$ cat config.mk
export PLATFORM = sky130hd
export DESIGN_NAME = nibble_bank_ctrl
export DESIGN_NICKNAME = d
export VERILOG_FILES = /design/src/rtl/bankctl_pkg.sv /design/src/rtl/bankctl_decode.sv /design/src/rtl/bankctl_gate_fsm.sv /design/src/rtl/bankctl_bank_reg.sv /design/src/rtl/bankctl_nibble_ram.sv /design/src/rtl/nibble_bank_ctrl.sv
export SDC_FILE = /design/constraint.sdc
export NUM_CORES = 2
export LEC_CHECK = 0
export ABC_CLOCK_PERIOD_IN_PS = 6400
export BUFFER_PORTS_ARGS = -buffer_cell sky130_fd_sc_hd__buf_2
export CAP_MARGIN = 20
export CORE_UTILIZATION = 68
export DETAILED_ROUTE_END_ITERATION = 8
export GPL_TIMING_DRIVEN = 1
export PLACE_DENSITY = 0.9
export SYNTH_ARGS = -nofsm -noshare
export SYNTH_HDL_FRONTEND = slang
export SYNTH_HIERARCHICAL = 1
export SYNTH_SLANG_ARGS = --single-unit
$ cat constraint.sdc
create_clock -name clk -period 6.4 [get_ports clk]
set_input_delay 1.28 -clock clk [delete_from_list [all_inputs] [get_ports clk]]
set_output_delay 1.28 -clock clk [all_outputs]
set_load 0.02 [all_outputs]
$ cat src/rtl/bankctl_pkg.sv
package bankctl_pkg;

    typedef enum logic [0:0] {
        RAM_LOCKED = 1'b0,
        RAM_OPEN   = 1'b1
    } gate_state_e;

    typedef enum logic [1:0] {
        RGN_ROM_FIXED  = 2'd0,
        RGN_ROM_BANKED = 2'd1,
        RGN_UNMAPPED   = 2'd2,
        RGN_RAM        = 2'd3
    } region_e;

    localparam logic [7:0] UNLOCK_CODE = 8'h0A;
    localparam int         PAGE_W      = 14;

    function automatic region_e region_of(input logic [15:0] a);
        if (a[15] == 1'b0)
            return a[14] ? RGN_ROM_BANKED : RGN_ROM_FIXED;
        else if (a[14:13] == 2'b00)
            return RGN_UNMAPPED;
        else
            return RGN_RAM;
    endfunction

endpackage

$ cat src/rtl/bankctl_decode.sv
module bankctl_decode
    import bankctl_pkg::*;
(
    input  logic [15:0] cpu_addr,
    input  logic        wr_en,
    input  logic        rd_en,
    output logic        gate_wr,
    output logic        bank_wr,
    output logic        ram_hit,
    output logic        banked_sel,
    output logic        rom_rd,
    output logic        open_bus
);
    region_e rgn;

    always_comb begin
        rgn        = region_of(cpu_addr);
        gate_wr    = 1'b0;
        bank_wr    = 1'b0;
        ram_hit    = 1'b0;
        banked_sel = 1'b0;
        rom_rd     = 1'b0;
        open_bus   = 1'b0;
        unique case (rgn)
            RGN_ROM_FIXED: begin
                gate_wr = wr_en & ~cpu_addr[8];
                bank_wr = wr_en &  cpu_addr[8];
                rom_rd  = rd_en;
            end
            RGN_ROM_BANKED: begin
                banked_sel = 1'b1;
                rom_rd     = rd_en;
            end
            RGN_UNMAPPED: begin
                open_bus = rd_en;
            end
            RGN_RAM: begin
                ram_hit = 1'b1;
            end
        endcase
    end
endmodule

$ cat src/rtl/bankctl_gate_fsm.sv
module bankctl_gate_fsm
    import bankctl_pkg::*;
(
    input  logic       clk,
    input  logic       rst_n,
    input  logic       gate_wr,
    input  logic [7:0] wr_data,
    output logic       ram_on
);
    gate_state_e state_q, state_d;

    always_ff @(posedge clk) begin
        if (!rst_n) state_q <= RAM_LOCKED;
        else        state_q <= state_d;
    end

    always_comb begin
        state_d = state_q;
        unique case (state_q)
            RAM_LOCKED: if (gate_wr && wr_data == UNLOCK_CODE) state_d = RAM_OPEN;
            RAM_OPEN:   if (gate_wr && wr_data != UNLOCK_CODE) state_d = RAM_LOCKED;
        endcase
    end

    always_comb begin
        unique case (state_q)
            RAM_LOCKED: ram_on = 1'b0;
            RAM_OPEN:   ram_on = 1'b1;
        endcase
    end
endmodule

$ cat src/rtl/bankctl_bank_reg.sv
module bankctl_bank_reg #(
    parameter int BANK_W    = 4,
    parameter int ROM_BANKS = 16
) (
    input  logic              clk,
    input  logic              rst_n,
    input  logic              bank_wr,
    input  logic [BANK_W-1:0] bank_in,
    output logic [BANK_W-1:0] bank_q
);
    localparam int                FIELD_MAX = (1 << BANK_W) - 1;
    localparam logic [BANK_W-1:0] TOP_BANK  = BANK_W'(ROM_BANKS - 1);
    localparam logic [BANK_W-1:0] ONE       = BANK_W'(1);

    logic [BANK_W-1:0] nonzero;
    logic [BANK_W-1:0] clamped;

    assign nonzero = (bank_in == '0) ? ONE : bank_in;

    generate
        if (ROM_BANKS - 1 >= FIELD_MAX) begin : g_no_clamp
            assign clamped = nonzero;
        end else begin : g_clamp
            assign clamped = (nonzero > TOP_BANK) ? TOP_BANK : nonzero;
        end
    endgenerate

    always_ff @(posedge clk) begin
        if (!rst_n)       bank_q <= ONE;
        else if (bank_wr) bank_q <= clamped;
    end
endmodule

$ cat src/rtl/bankctl_nibble_ram.sv
module bankctl_nibble_ram #(
    parameter int DEPTH = 512,
    parameter int CELL_W = 4
) (
    input  logic                     clk,
    input  logic                     we,
    input  logic                     re,
    input  logic [$clog2(DEPTH)-1:0] idx,
    input  logic [CELL_W-1:0]        din,
    output logic [CELL_W-1:0]        dout
);
    logic [CELL_W-1:0] cells [DEPTH];

    always_ff @(posedge clk) begin
        if (we) cells[idx] <= din;
        if (re) dout <= cells[idx];
    end
endmodule

$ cat src/rtl/nibble_bank_ctrl.sv
module nibble_bank_ctrl
    import bankctl_pkg::*;
#(
    parameter int BANK_W    = 4,
    parameter int ROM_BANKS = 16,
    parameter int RAM_DEPTH = 512
) (
    input  logic                     clk,
    input  logic                     rst_n,
    input  logic [15:0]              cpu_addr,
    input  logic [7:0]               wr_data,
    input  logic                     wr_en,
    input  logic                     rd_en,
    output logic [7:0]               rd_data,
    output logic [BANK_W+PAGE_W-1:0] rom_addr,
    output logic                     rom_rd,
    output logic                     open_bus
);
    localparam int RAM_AW = $clog2(RAM_DEPTH);
    localparam int CELL_W = 4;

    logic              gate_wr, bank_wr, ram_hit, banked_sel;
    logic              ram_on;
    logic [BANK_W-1:0] bank_q;
    logic [CELL_W-1:0] nib_q;
    logic              rd_live_q;

    bankctl_decode u_dec (
        .cpu_addr  (cpu_addr),
        .wr_en     (wr_en),
        .rd_en     (rd_en),
        .gate_wr   (gate_wr),
        .bank_wr   (bank_wr),
        .ram_hit   (ram_hit),
        .banked_sel(banked_sel),
        .rom_rd    (rom_rd),
        .open_bus  (open_bus)
    );

    bankctl_gate_fsm u_gate (
        .clk    (clk),
        .rst_n  (rst_n),
        .gate_wr(gate_wr),
        .wr_data(wr_data),
        .ram_on (ram_on)
    );

    bankctl_bank_reg #(.BANK_W(BANK_W), .ROM_BANKS(ROM_BANKS)) u_bank (
        .clk    (clk),
        .rst_n  (rst_n),
        .bank_wr(bank_wr),
        .bank_in(wr_data[BANK_W-1:0]),
        .bank_q (bank_q)
    );

    bankctl_nibble_ram #(.DEPTH(RAM_DEPTH), .CELL_W(CELL_W)) u_ram (
        .clk (clk),
        .we  (wr_en & ram_hit & ram_on),
        .re  (rd_en & ram_hit),
        .idx (cpu_addr[RAM_AW-1:0]),
        .din (wr_data[CELL_W-1:0]),
        .dout(nib_q)
    );

    always_ff @(posedge clk) begin
        if (!rst_n) rd_live_q <= 1'b0;
        else        rd_live_q <= rd_en & ram_hit & ram_on;
    end

    assign rd_data  = rd_live_q ? {{(8-CELL_W){1'b1}}, nib_q} : 8'hFF;
    assign rom_addr = {(banked_sel ? bank_q : {BANK_W{1'b0}}), cpu_addr[PAGE_W-1:0]};
endmodule

# After elaboration in Yosys (flattened, before gate mapping)
# Memories as Yosys holds them, arrays and structs flattened. A register that Yosys moved wholly into a read port is not among the register bits.
# Cells that the tools add are included.
# W data, S select, Z words.
totals:
  ramBits: 2048
  register_bits: 6
  mem_count: 1
  word_cells: 41
classes:
  bitwise_logic: 8
  eq_ne: 5
  n_mux: 18
  n_reduce_logical: 6
mem_list:
  columns: ["name", "words", "word_bits", "read_ports", "rd_clocked_by_memory_dff", "write_ports", "line", "source"]
  rows:
  - ["u_ram.cells", 512, 4, 1, 1, 1, "bankctl_nibble_ram.sv:12", "logic [CELL_W-1:0] cells [DEPTH];"]
op_table:
  columns: ["op", "count"]
  rows:
  - ["$mux W1", 12]
  - ["$mux W4", 3]
  - ["$eq A8 B4 Y1 const B", 1]
  - ["$ne A8 B4 Y1 const B", 1]
  - ["$and A1 B1 Y1", 6]
  - ["$eq A2 B2 Y1 const B", 2]
  - ["$logic_not A2 Y1", 2]
  - ["$logic_not A4 Y1", 1]
  - ["$pmux W1 S2", 2]
  - ["$eq A2 B1 Y1 const B", 1]
  - ["$logic_and A1 B1 Y1", 2]
  - ["$mux W2", 1]
  - ["$not A1 Y1", 2]
  - ["$reduce_or A2 Y1", 1]

# Longest topological paths before layout
logic_depth:
  word_depth: 9
  ltp_mapped: 13
  mapped_depth_nobuf: 7

# Cells and area by module
# Netlist, hierarchy kept.
by_module_without_submodules:
  columns: ["module", "cells_each", "area_each_um2", "instances"]
  rows:
  - ["bankctl_nibble_ram", 4152, 80925.1, 1]
  - ["nibble_bank_ctrl", 31, 232.7, 1]
  - ["bankctl_bank_reg", 14, 161.4, 1]
  - ["bankctl_decode", 6, 65.1, 1]
  - ["bankctl_gate_fsm", 7, 58.8, 1]

# Least setup slack after synthesis
# No wires, ideal clock.
synth_path:
  kind: "input -> register"
  start: "input port cpu_addr[1]"
  end: "register u_ram.dout[2], read port of u_ram.cells (data pin)"
  setup_slack_ps: 2465
  required_ps: 6128
  stages: 11
  arrival_time_ps: 3663
  setup_ps: 272
  cell_sequence: "buf_2 -> buf_2 -> buf_2 -> buf_1 -> mux2i_1 -> o22ai_1 -> nor4_1 -> nand2_1 -> o31ai_1 -> nand4_1 -> or4_1"
synth_lines:
  columns: ["element", "line", "source"]
  rows:
  - ["start, declared", "nibble_bank_ctrl.sv:10", "input logic [15:0] cpu_addr,"]
  - ["end, declared", "bankctl_nibble_ram.sv:10", "output logic [CELL_W-1:0] dout"]

==> qor.yml <==
route:
  drt_first_pass_iters: 9
  drt_iter0_drc: 8822
  drc: 0
  wl_per_cell_um: 38.43
  vias: 46748
  finalWirelength_mm: 232.0
  ant_nets: 0
  via_per_inst: 7.745
yosys:
  syn_area_per_cell_sq_um: 19.35
  ys_seq_elements: 2058
  synthArstFlopShare_pct: 0
  ys_seq_area_share_pct: 75.81
  synth_edf_count: 2052
  synth_cell_type_count: 75
  syn-cell-area_sq_mm: 0.08144
  synthFlopType: "edfxtp_1"
  syn_inst: 4210
  yosys_warnings: 6
sta:
  finalCriticalPeriod_ns: 5.268
  tightest_slew_ns: 1.255
  setup_viol: 0
  slew_viol_final: 0
  fmax_ghz: 0.1898
  holdWs_ns: 0.4956
  fin_ws_ns: 1.132
  rsz0062_at_grt: "false"
  timing.slew.headroom_pct: 16.35
  hold_violations: 0
  fin_skew_ns: 0.04374
  setup_tns_ns: 0
  fin_crit_sh_pct: 82.31
clock_tree:
  cts.sink_count: 2058
  clkSlewWorstSetupHoldPaths_ns: 0.06
  cts_resized: 0
  cts_buffer_depth: 3
  numCtsBuffers: 191
  cts_hold_buf: 0
  clock_latency_ns: 0.82
  root_buffer: "clkbuf_16"
  cts_tree: "built"
  ctsHtreeMaxLevel: 4
  postCtsSetupRepairBufs: 0
die:
  dieArea_sq_mm: 0.1212
  core_area_sq_mm: 0.1184
  fp.dieH_um: 348.1
  rows: 126
  die_x_um: 348.1
  top_level_ports: 56
  start_util_pct: 68.79
placed_design:
  numPortBuffers: 43
  place_inst: 5680
  routabilityCongestion: 0.9192
  pre_cts_slack_ns: 1.051
  hpwl_mm: 126.2
critical_path:
  critPathMaxFanout: 70
  reg2reg_to: "u_ram/dout[3]"
  r2r_slack_ns: 2.66
  crit_path_start_kind: "input pin"
  arrival_ns: 5.81
  r2r-start: "u_ram/cells[219][3]"
  worst_path_most_repeated_cell: "buf_4"
  cp-endpoint: "u_ram/dout[3]"
  critPathKind: "in2reg"
  cpMaxStageDelayCell: "clkinv_2"
  worstPathRequired_ns: 6.94
  worstRegToRegCells: 8
  crit_start: "cpu_addr[3]"
  critPathMaxStageDelay_ns: 0.65
  path_cells: "buf_6 -> clkinv_2 -> buf_4 -> buf_4 -> o211ai_1 -> o22ai_1 -> nor3_1 -> nand4_1 -> a2111oi_0 -> buf_1 -> nand4bb_1"
  end_kind: "flip-flop"
pwr:
  p_sw_mw: 5.937
  p_seq_share_pct: 54.3
  p_int_mw: 21.36
  combinationalPowerShare_pct: 4.7
  ir_worst_vdd_mv: 0.2577
  pwr-share-clk_pct: 41.0
  power_leakage_nw: 27.87
  powerDensity_mw_per_mm2: 304.8
  p_sw_share_pct: 21.75
grt:
  grt_pass1_vias: 46846
  grtUsageTotal_pct: 38.83
  antenna_found_initial: 11
  grt_pass1_wl_mm: 330.6
  grt_max_degree: 218
  grt-ovfl-total: 0
layout:
  fin_nets: 4302
  layout_commonest_cell: "edfxtp_1"
  filler_cell_count: 5596
  mostFrequentLayoutCells: "edfxtp_1 (2052), nor2_1 (541), mux4_2 (418), mux2i_1 (246), clkbuf_16 (195)"
  syn_to_final_growth_pct: 9.955
  drive_gt1_share_pct: 20.34
  final_cells: 6036
job:
  maxCapViolations: 0
status:
  status: "completed"
hold_path:
  worstHoldPathType: "reg2reg"
-- critical path, delay by kind of cell --
kind	cells	cell delay, ns
AOI/OAI and AO/OA	3	1.16
buffers and inverters	5	2.22
and+or+nand+nor	3	1.04
-- sequential cells by signal (all words and copies together) (netlist names), named ones only --
signal         cells
u_ram/dout         4
rd_live_q          1
u_bank/bank_q      4
u_ram/cells     2048
-- Yosys cell counts (4+ instances only) --
cell type | number | area, sq um
a2111oi_0 | 6 | 52.55
a211oi_1 | 11 | 82.58
a21oi_1 | 33 | 165.2
a221o_1 | 4 | 40.04
a221oi_1 | 21 | 183.9
a22o_1 | 13 | 113.9
a22oi_1 | 85 | 638.1
a31oi_1 | 19 | 118.9
a32oi_1 | 8 | 70.07
a41o_1 | 4 | 40.04
and2_1 | 19 | 118.9
and3_1 | 12 | 75.07
and3b_1 | 4 | 35.03
and4_1 | 4 | 35.03
buf_1 | 19 | 71.32
buf_2 | 87 | 435.4
buf_4 | 46 | 345.3
buf_6 | 10 | 112.6
clkbuf_1 | 143 | 536.8
dfxtp_1 | 6 | 120.1
edfxtp_1 | 2052 | 61620
mux2_2 | 15 | 168.9
mux2i_1 | 246 | 2462
mux4_1 | 4 | 105.1
mux4_2 | 418 | 9414
nand2_1 | 75 | 281.5
nand2b_1 | 14 | 87.58
nand3_1 | 37 | 185.2
nand4_1 | 17 | 106.4
nor2_1 | 542 | 2034
nor2b_1 | 24 | 150.1
nor3_1 | 19 | 95.09
nor3b_1 | 4 | 30.03
nor4_1 | 11 | 68.82
o211ai_1 | 15 | 112.6
o21ai_0 | 36 | 180.2
o22ai_1 | 68 | 425.4
o32ai_1 | 4 | 35.03
-- power by group through the flow --
stage,combinational (mW),sequential (mW),clock [mW]
2_1_floorplan,0.667,15.1,0
3_3_place_gp,1.13,15.1,0
3_5_place_dp,1.18,15.1,0
4_1_cts,1.22,14.8,11.2
5_1_grt,1.28,14.8,11.7
6_report,1.27,14.8,11.2
-- routing by layer --
metal | global-route usage (%) | part of all wire (%) | vias up
li1 | - | - | 17206
met1 | 48.02 | 30 | 22917
met5 | 0 | 0.050 | -
met3 | 12.23 | 16 | 1336
met4 | 25.28 | 8.1 | 12
met2 | 59.95 | 46 | 5277
-- layout make-up --
class / instances / area [sq um] / share of cell area (%)
clock inverter: 111 / 963.4 / 1.076
antenna: 7 / 17.52 / 0.01956
multi-input combinational: 1845 / 18280 / 20.41
sequential: 2058 / 61740 / 68.94
timing repair buffer: 174 / 1499 / 1.674
tap: 1600 / 2002 / 2.236
clock buffer: 237 / 5037 / 5.625
inverter: 4 / 16.27 / 0.01816
-- cell families after synthesis --
| family | after synthesis | synth area share, % |
|---|---|---|
| buf+inv | 310 | 1.880 |
| mux | 683 | 14.92 |
| simple gates | 808 | 4.362 |
| flops | 2058 | 75.81 |
| compound gates | 350 | 3.028 |
| other cells | 1 | 0.004604 |
-- metrics by stage --
| step | instance area (sq um) | utilization, % | power (mW) |
|---|---|---|---|
| final | 89550 | 75.64 | 27.29 |
| after global routing | 89540 | 75.62 | 27.76 |
| after CTS | 89530 | 75.62 | 27.23 |
| after detailed placement | 83530 | 70.55 | 16.29 |
| after global placement | 83520 | 70.54 | 16.24 |
| after floorplan | 81450 | - | 15.78 |
-- worst min-delay path by stage --
| stage | start | slack [ns] | cells past startpoint | endpoint |
|---|---|---|---|---|
| after floorplan | flip-flop | 0.44 | 2 | flip-flop |
| after global placement | u_bank/bank_q[0] | 0.46 | 2 | u_bank/bank_q[0] |
| after detailed placement | u_bank/bank_q[0] | 0.48 | 2 | u_bank/bank_q[0] |
| after CTS | u_bank/bank_q[0] | 0.49 | 2 | u_bank/bank_q[0] |
| after global routing | flip-flop | 0.53 | 2 | flip-flop |
| final | u_bank/bank_q[0] | 0.50 | 2 | u_bank/bank_q[0] |
Power figures use the tool's default switching activity.
